### config.mk
export PLATFORM = sky130hd
export DESIGN_NAME = vcCreditLink
export DESIGN_NICKNAME = d
export VERILOG_FILES = /design/src/rtl/vcCreditPkg.sv /design/src/rtl/creditReturnPipe.sv /design/src/rtl/creditCtrl.sv /design/src/rtl/creditBank.sv /design/src/rtl/vcCreditLink.sv
export SDC_FILE = /design/constraint.sdc
export NUM_CORES = 1
export LEC_CHECK = 0
export CORE_MARGIN = 3
export CORE_UTILIZATION = 51
export DETAILED_ROUTE_END_ITERATION = 8
export DONT_BUFFER_PORTS = 1
export GPL_TIMING_DRIVEN = 0
export PLACE_DENSITY = 0.63
export SETUP_SLACK_MARGIN = 0.5
export SLEW_MARGIN = 30
export SYNTH_ARGS = -nofsm -noshare
export SYNTH_HDL_FRONTEND = slang
export SYNTH_SLANG_ARGS = --single-unit
### constraint.sdc
create_clock -name clk -period 3.77 [get_ports clk]
set_clock_uncertainty 0.05 [all_clocks]
set_input_delay 0.1885 -clock clk [delete_from_list [all_inputs] [get_ports clk]]
set_output_delay 0.1885 -clock clk [all_outputs]
set_load 0.02 [all_outputs]
### src/rtl/vcCreditPkg.sv
`timescale 1ns/1ps
package vcCreditPkg;
  // Width of channel ids carried inside the strobe bundle; supports up to 16 channels.
  localparam int VcIdW = 4;

  typedef struct packed {
    logic             decEn;
    logic [VcIdW-1:0] decVc;
    logic             incEn;
    logic [VcIdW-1:0] incVc;
  } creditStrobes_t;
endpackage

### src/rtl/creditReturnPipe.sv
`timescale 1ns/1ps
module creditReturnPipe #(
  parameter int VC_W      = 2,
  parameter int RET_DELAY = 3
) (
  input  logic            clk,
  input  logic            rstN,
  input  logic            inValid,
  input  logic [VC_W-1:0] inVc,
  output logic            outValid,
  output logic [VC_W-1:0] outVc
);
  // A credit becomes usable RET_DELAY cycles after the pop; the counter update
  // itself costs one edge, so the line holds RET_DELAY-1 stages.
  if (RET_DELAY <= 1) begin : gPass
    assign outValid = inValid;
    assign outVc    = inVc;
  end else begin : gPipe
    localparam int STAGES = RET_DELAY - 1;
    logic [STAGES-1:0] vld;
    logic [VC_W-1:0]   vcs [STAGES];

    always_ff @(posedge clk or negedge rstN) begin
      if (!rstN) begin
        vld <= '0;
      end else begin
        vld[0] <= inValid;
        for (int s = 1; s < STAGES; s++) vld[s] <= vld[s-1];
      end
    end

    always_ff @(posedge clk) begin
      vcs[0] <= inVc;
      for (int s = 1; s < STAGES; s++) vcs[s] <= vcs[s-1];
    end

    assign outValid = vld[STAGES-1];
    assign outVc    = vcs[STAGES-1];
  end
endmodule

### src/rtl/creditCtrl.sv
`timescale 1ns/1ps
module creditCtrl
  import vcCreditPkg::*;
#(
  parameter int NUM_VC = 4,
  parameter int VC_W   = 2
) (
  input  logic              sendReq,
  input  logic [VC_W-1:0]   sendVc,
  input  logic [NUM_VC-1:0] creditAvail,
  input  logic              retValid,
  input  logic [VC_W-1:0]   retVc,
  output logic              sendGrant,
  output creditStrobes_t    strobes
);
  logic vcInRange;
  assign vcInRange = (int'(sendVc) < NUM_VC);

  always_comb begin
    sendGrant     = sendReq && vcInRange && creditAvail[sendVc];
    strobes.decEn = sendGrant;
    strobes.decVc = VcIdW'(sendVc);
    strobes.incEn = retValid;
    strobes.incVc = VcIdW'(retVc);
  end
endmodule

### src/rtl/creditBank.sv
`timescale 1ns/1ps
module creditBank
  import vcCreditPkg::*;
#(
  parameter int NUM_VC    = 4,
  parameter int BUF_DEPTH = 4,
  parameter int CNT_W     = 3
) (
  input  logic                    clk,
  input  logic                    rstN,
  input  creditStrobes_t          strobes,
  output logic [NUM_VC*CNT_W-1:0] creditCount,
  output logic [NUM_VC-1:0]       creditAvail
);
  localparam logic [CNT_W-1:0] FULL = CNT_W'(BUF_DEPTH);

  for (genvar v = 0; v < NUM_VC; v++) begin : gVc
    logic [CNT_W-1:0] cnt;
    logic             take, give;

    assign take = strobes.decEn && (strobes.decVc == VcIdW'(v));
    assign give = strobes.incEn && (strobes.incVc == VcIdW'(v));

    always_ff @(posedge clk or negedge rstN) begin
      if (!rstN) begin
        cnt <= FULL;
      end else if (give && !take && cnt != FULL) begin
        cnt <= cnt + 1'b1;
      end else if (take && !give && cnt != '0) begin
        cnt <= cnt - 1'b1;
      end
    end

    assign creditCount[v*CNT_W +: CNT_W] = cnt;
    assign creditAvail[v]                = (cnt != '0);
  end
endmodule

### src/rtl/vcCreditLink.sv
`timescale 1ns/1ps
module vcCreditLink
  import vcCreditPkg::*;
#(
  parameter int NUM_VC    = 4,
  parameter int BUF_DEPTH = 4,
  parameter int RET_DELAY = 3,
  localparam int VC_W     = (NUM_VC > 1) ? $clog2(NUM_VC) : 1,
  localparam int CNT_W    = $clog2(BUF_DEPTH + 1)
) (
  input  logic                    clk,
  input  logic                    rstN,
  input  logic                    sendReq,
  input  logic [VC_W-1:0]         sendVc,
  output logic                    sendGrant,
  output logic [NUM_VC-1:0]       creditAvail,
  output logic [NUM_VC*CNT_W-1:0] creditCount,
  input  logic                    popValid,
  input  logic [VC_W-1:0]         popVc,
  output logic                    creditValid,
  output logic [VC_W-1:0]         creditVc
);
  creditStrobes_t strobes;

  creditReturnPipe #(.VC_W(VC_W), .RET_DELAY(RET_DELAY)) uPipe (
    .clk(clk), .rstN(rstN),
    .inValid(popValid), .inVc(popVc),
    .outValid(creditValid), .outVc(creditVc)
  );

  creditCtrl #(.NUM_VC(NUM_VC), .VC_W(VC_W)) uCtrl (
    .sendReq(sendReq), .sendVc(sendVc), .creditAvail(creditAvail),
    .retValid(creditValid), .retVc(creditVc),
    .sendGrant(sendGrant), .strobes(strobes)
  );

  creditBank #(.NUM_VC(NUM_VC), .BUF_DEPTH(BUF_DEPTH), .CNT_W(CNT_W)) uBank (
    .clk(clk), .rstN(rstN), .strobes(strobes),
    .creditCount(creditCount), .creditAvail(creditAvail)
  );
endmodule

==> run_results.csv, run 1 <==
group,metric,value,unit
status,status,"finished clean",
timing,worst_slack,1030,ps
logic_synthesis,synth_fp_nets,143,
drt,wl_per_cell,15.5,um
floorplanning,die_area,0.00295,mm^2
drt,drt-vias-per-instance,6.06,
logic_synthesis,syn-cell-area,0.00119,mm^2
global_route,grt_max_degree,15,
setup_path,crit_fanout,7,
setup_path,crit_path_cell_trace,"nor3_1, inv_1, a21oi_1, nand2_1, fa_1, nor4_1, nand3b_1, o21ai_0",
drt,drt_first_pass_iters,4,
clock_network,post_cts_buffers,0,
timing,rsz0062_at_grt,"no",
timing,period_share,72.6,%
placed_design,post-place-ws,1040,ps
setup_path,cp-start-kind,"flop",
logic_synthesis,synth.avg_cell_area,9.10,um^2
placed_design,gp_congestion,0.713,
clock_network,ctsRootBufferMaster,"clkbuf_4",
timing,finalSetupViolCount,0,
floorplanning,die_h,54.4,um
global_route,gr-total-overflow,0,
drt,wirelength,2580,um
cells_and_area,stdcell_count,166,
setup_path,crit_path_top_delay_cell,"dfrtp_1",
timing,hold_slack,202,ps
logic_synthesis,synth_seq_cells,18,
run,maxCapViolCount,0,
floorplanning,fp.coreArea,0.00208,mm^2
setup_path,worstSetupPathType,"reg -> reg",
floorplanning,num_io_pins,28,
placed_design,io_buffer_count,0,
global_route,track_usage,21.4,%
setup_path,cp.required,3950,ps
logic_synthesis,synth_top_area_share,21.0,%
cells_and_area,syn2layout_area_growth,9.23,%
clock_network,clock_latency,300,ps
logic_synthesis,ys_seq_area_share,36.5,%
drt,drc_errors,0,
cells_and_area,final_cell_mix,"10 x o21ai_0, 10 x nand2_1, 10 x nand3_1, 10 x dfrtp_1",
clock_network,cts.sinks,18,
clock_network,cts_tree,"done",
global_route,grt_pass1_wl,4540,um
hold_path,hp-class,"in -> reg",
logic_synthesis,synth_largest_area_cell,"dfrtp_1",
clock_network,clk_pin_slew,110,ps
timing,worst_pin_slew,710,ps
cells_and_area,diodes,0,
logic_synthesis,ys_types,43,
power,ir_worst_vdd,518,uV
timing,max_freq,365,MHz
logic_synthesis,ys_top_cells_by_area,"dfrtp_1 21%, dfstp_2 8.8%, dfxtp_1 6.7%",
timing,fin_setup_tns,0,ps
placed_design,hpwl,1960,um
floorplanning,die_w,54.4,um
power,cellLeakagePower,0.500,nW
setup_path,cpPeakStageDelay,540,ps
timing,finalMaxSlewViolations,0,
cells_and_area,fin_nets,152,
setup_path,crit_family,"simple AND/OR/NAND/NOR gates",
clock_network,cts_resized,0,
logic_synthesis,netlist_instances,131,
logic_synthesis,ys.flop_type,"dfrtp_1",
setup_path,end_kind,"flop",
floorplanning,floorplan.rows,16,
setup_path,arrival,2920,ps
timing,period_minus_slack,2740,ps
global_route,grt_pass1_vias,1013,
drt,drtIter0Drc,17,
cells_and_area,drive_above_1_share,11.5,%
timing,finalHoldViolCount,0,
floorplanning,start_util,57.3,%
clock_network,cts_buffer_depth,2,
logic_synthesis,ys_warn_count,0,
logic_synthesis,synthArstFlopShare,77.8,%
logic_synthesis,synth_edf_count,0,
global_route,antenna_found_initial,0,
clock_network,htree_levels,1,
drt,vias,1006,
clock_network,cts-buffers-inserted,3,
setup_path,path_buf_inv,1,
power,finalPower,0.000990,W
placed_design,numPlacedInstances,158,
power,power.density,760,mW/mm^2
drt,ant_nets,0,
timing,max_slew_margin,52.3,%
==> where the power goes <==
| group | switching (W) | leakage (nW) | total (W) | internal (W) |
|---|---|---|---|---|
| clock network | 0.0000609 | 0.0210 | 0.000120 | 0.0000588 |
| registers | 0.000217 | 0.196 | 0.000493 | 0.000276 |
| logic | 0.000214 | 0.283 | 0.000377 | 0.000164 |
| total | 0.000491 | 0.500 | 0.000990 | 0.000498 |
==> registers in the layout (all words and copies together), names as in the netlist <==
name             cells
uBank.gVc.cnt       12
uPipe.gPipe.vcs      4
uPipe.gPipe.vld      2
==> worst paths after layout <==
path | slack, ps | from | end | cells after the start
setup / recovery | 1030 | uBank.gVc[2].cnt[1] | uBank.gVc[2].cnt[2] | 8
hold / removal | 200 | sendReq | uBank.gVc[2].cnt[1] | 3
setup reg to reg | 1030 | uBank.gVc[2].cnt[1] | uBank.gVc[2].cnt[2] | 8
hold reg to reg | 290 | uPipe.gPipe.vcs[0][0] | uPipe.gPipe.vcs[0][2] | 0
max in group asynchronous | 2940 | rstN | uBank.gVc[3].cnt[1] | 1
min in group asynchronous | 300 | rstN | uBank.gVc[2].cnt[1] | 1
==> Yosys cell counts, types with 2 or more instances <==
cell and number:
nor4_1 2, nand3_1 10, buf_4 2, mux2i_1 2, nor3b_1 2, or3_1 2
nand3b_1 4, nand2b_1 2, fa_1 4, o211ai_1 3, o31ai_1 2, and3_1 3
o2111ai_1 2, xnor2_1 3, o31a_1 2, buf_2 2, inv_1 7, a21oi_1 5
nand2_1 10, nor3_1 6, nor2_1 7, dfxtp_1 4, o21ai_0 10, a31oi_1 2
and3b_1 2, dfrtp_1 10, and3b_2 2, dfstp_2 4
==> per-layer routing <==
layer,vias up,GRT usage (%),routed length (um)
li1,505,-,-
met1,476,27.1,1200
met2,23,35.7,1250
met3,2,7.08,126
met4,0,3.73,8
met5,-,0,0
==> cell families (layout without fill, tap and decap cells) <==
kind of cell,count (synthesis),in the layout,synth area share (%)
adder cells (fa/ha/maj),4,4,6.72
AO/OA/AOI/OAI,34,34,18.7
multiplexers,3,3,3.57
flip-flops,18,18,36.5
AND/OR/NAND/NOR,56,56,26.3
XOR/XNOR,4,4,2.94
buffers and inverters,12,20,5.25
==> worst reg2reg max path: stages (launching register included) <==
cell and delay (ps):
dfrtp_1 540, nor3_1 470, inv_1 270, a21oi_1 260
nand2_1 100, fa_1 400, nor4_1 350, nand3b_1 150
o21ai_0 70
==> area by class of cell <==
class | instances | area [um^2]
Multi-Input combinational cell | 101 | 694
Tap cell | 27 | 33.8
Clock buffer | 4 | 36.3
Timing Repair Buffer | 4 | 40.0
Buffer | 5 | 36.3
Inverter | 7 | 26.3
Fill cell | 183 | 779
Sequential cell | 18 | 435
==> what timing repair did <==
action	4_1_cts	5_1_grt
endpoints found under the hold margin	17	0
hold buffers	4	0
endpoints found under the setup margin	0	0
==> metrics by stage <==
stage | util (%) | instance area [um^2]
finish | 62.6 | 1300
global route | 62.6 | 1300
CTS | 62.6 | 1300
detailed placement | 58.9 | 1230
global placement | 58.9 | 1230
floorplan | - | 1190
(Power assumes the default switching activity.)
==> inputs of run 2 (changes only) <==
- PLACE_DENSITY: 0.63 -> 0.66
- clock period: 3.77 -> 2.3 ns (I/O delays scaled with it)
==> run 2 against run 1 <==
Against the previous run: clock power is 37% higher; register-to-register slack worse by 840 ps; setup slack got worse by 840 ps; highest routed layer unchanged; critical path type unchanged; largest power group unchanged.
==> run_results.csv, run 2 (synthesized netlist as in run 1, its figures left out) <==
group,metric,value,unit
status,status,"finished clean",
global_route,gr-total-overflow,0,
power,finalPower,0.00199,W
cells_and_area,largest_reg_flops,12,
cells_and_area,final_common_cell,"buf_4",
global_route,grt_pass1_wl,5110,um
timing,finalMaxSlewViolations,0,
clock_network,htree_levels,1,
setup_path,cp.required,2470,ps
drt,ant_nets,0,
global_route,grt_pass1_vias,1135,
global_route,antenna_found_initial,0,
cells_and_area,fillers,138,
floorplanning,floorplan.rows,16,
drt,drt-vias-per-instance,6.15,
drt,drt_first_pass_iters,4,
setup_path,end_kind,"flop",
cells_and_area,stdcell_count,180,
cells_and_area,drive_above_1_share,44.4,%
drt,drtIter0Drc,17,
timing,period_minus_slack,2110,ps
timing,worst_pin_slew,686,ps
drt,wl_per_cell,17.0,um
cells_and_area,syn2layout_area_growth,34.5,%
placed_design,dpl_cell_area,0.00132,mm^2
drt,drc_errors,0,
cells_and_area,final_cell_mix,"16 x buf_4, 10 x nand2_1, 10 x nand3_1",
clock_network,clock_latency,290,ps
floorplanning,die_w,54.4,um
global_route,track_usage,24.2,%
timing,rsz0062_at_grt,"yes",
cells_and_area,multi_input_area,878,um^2
timing,finalHoldViolCount,0,
cells_and_area,reg.largest.list,"uBank.gVc.cnt x12, uPipe.gPipe.vcs x4, uPipe.gPipe.vld x2",
hold_path,hp-class,"in -> reg",
clock_network,cts_buffer_depth,2,
placed_design,post-place-ws,28.7,ps
clock_network,clk_pin_slew,110,ps
power,power.density,1240,mW/mm^2
global_route,grt_max_degree,15,
timing,max_freq,475,MHz
clock_network,cts.sinks,18,
placed_design,numPlacedInstances,158,
placed_design,io_buffer_count,0,
floorplanning,fp.coreArea,0.00208,mm^2
setup_path,arrival,2280,ps
setup_path,worstSetupPathType,"reg -> reg",
floorplanning,start_util,57.3,%
timing,fin_setup_tns,0,ps
cells_and_area,regArea,449,um^2
placed_design,hpwl,2000,um
cells_and_area,diodes,0,
floorplanning,die_h,54.4,um
cells_and_area,fin_area,0.00160,mm^2
cells_and_area,top_register,"uBank.gVc.cnt",
setup_path,crit_fanout,7,
timing,max_slew_margin,54.1,%
run,maxCapViolCount,0,
power,cellLeakagePower,0.592,nW
clock_network,cts-buffers-inserted,3,
drt,vias,1107,
clock_network,ctsRootBufferMaster,"clkbuf_4",
clock_network,cts_tree,"done",
setup_path,cp-start-kind,"flop",
timing,worst_slack,193,ps
timing,period_share,91.6,%
floorplanning,num_io_pins,28,
drt,wirelength,3070,um
cells_and_area,fin_nets,166,
placed_design,gp_congestion,0.679,
power,ir_worst_vdd,992,uV
floorplanning,die_area,0.00295,mm^2
timing,finalSetupViolCount,0,
==> run 2: worst max-delay path: stages, from the launching register on <==
cell	delay [ps]
dfrtp_2	520
nor3_4	260
inv_4	100
a21oi_4	150
nand2_1	90
fa_2	380
nor4_4	290
nand3b_1	140
o21ai_1	70
==> run 2: final timing paths <==
kind	from	end	slack [ps]	depth (start not counted)
max	uBank.gVc[2].cnt[0]	uBank.gVc[2].cnt[2]	190	8
min	sendVc[0]	uBank.gVc[3].cnt[1]	150	4
max reg2reg	uBank.gVc[2].cnt[0]	uBank.gVc[2].cnt[2]	190	8
min reg2reg	uPipe.gPipe.vcs[0][1]	uPipe.gPipe.vcs[0][3]	280	0
max in group asynchronous	rstN	uBank.gVc[1].cnt[0]	1470	1
min in group asynchronous	rstN	uBank.gVc[0].cnt[0]	240	1
==> run 2: layout make-up <==
class / instances / share of cell area, %
inverter: 7 / 1.79
clock buffer: 4 / 1.64
multi-input combinational: 101 / 54.8
timing repair buffer: 18 / 9.05
buffer: 5 / 2.65
tap: 27 / 2.11
sequential: 18 / 28.0
==> run 2: where the power goes <==
part / leakage, nW / internal, W / switching, W
Combinational: 0.391 / 0.000449 / 0.000453
Clock: 0.0150 / 0.0000674 / 0.0000968
Sequential: 0.186 / 0.000468 / 0.000452
Total: 0.592 / 0.000984 / 0.00100
==> run 2: per-stage QoR <==
stage,hold slack (ps),utilization [%]
after global routing,171,77.0
after floorplan,-231,-
after detailed placement,-230,63.3
after CTS,114,72.9
after global placement,-230,63.3
final,154,77.0
==> run 2: what timing repair did <==
item	CTS	global route
cloned	0	0
hold endpoints to repair	17	0
resized for setup	18	11
buffers inserted	10	4
hold buffers	4	0
setup endpoints to repair	9	11
pin swaps	16	9
==> run 2: per-layer routing <==
layer,vias to the layer above,track usage (%),routed length (um)
met4,0,3.73,13
met5,-,0,0
met2,31,41.8,1580
li1,532,-,-
met3,2,6.81,192
met1,542,30.3,1280
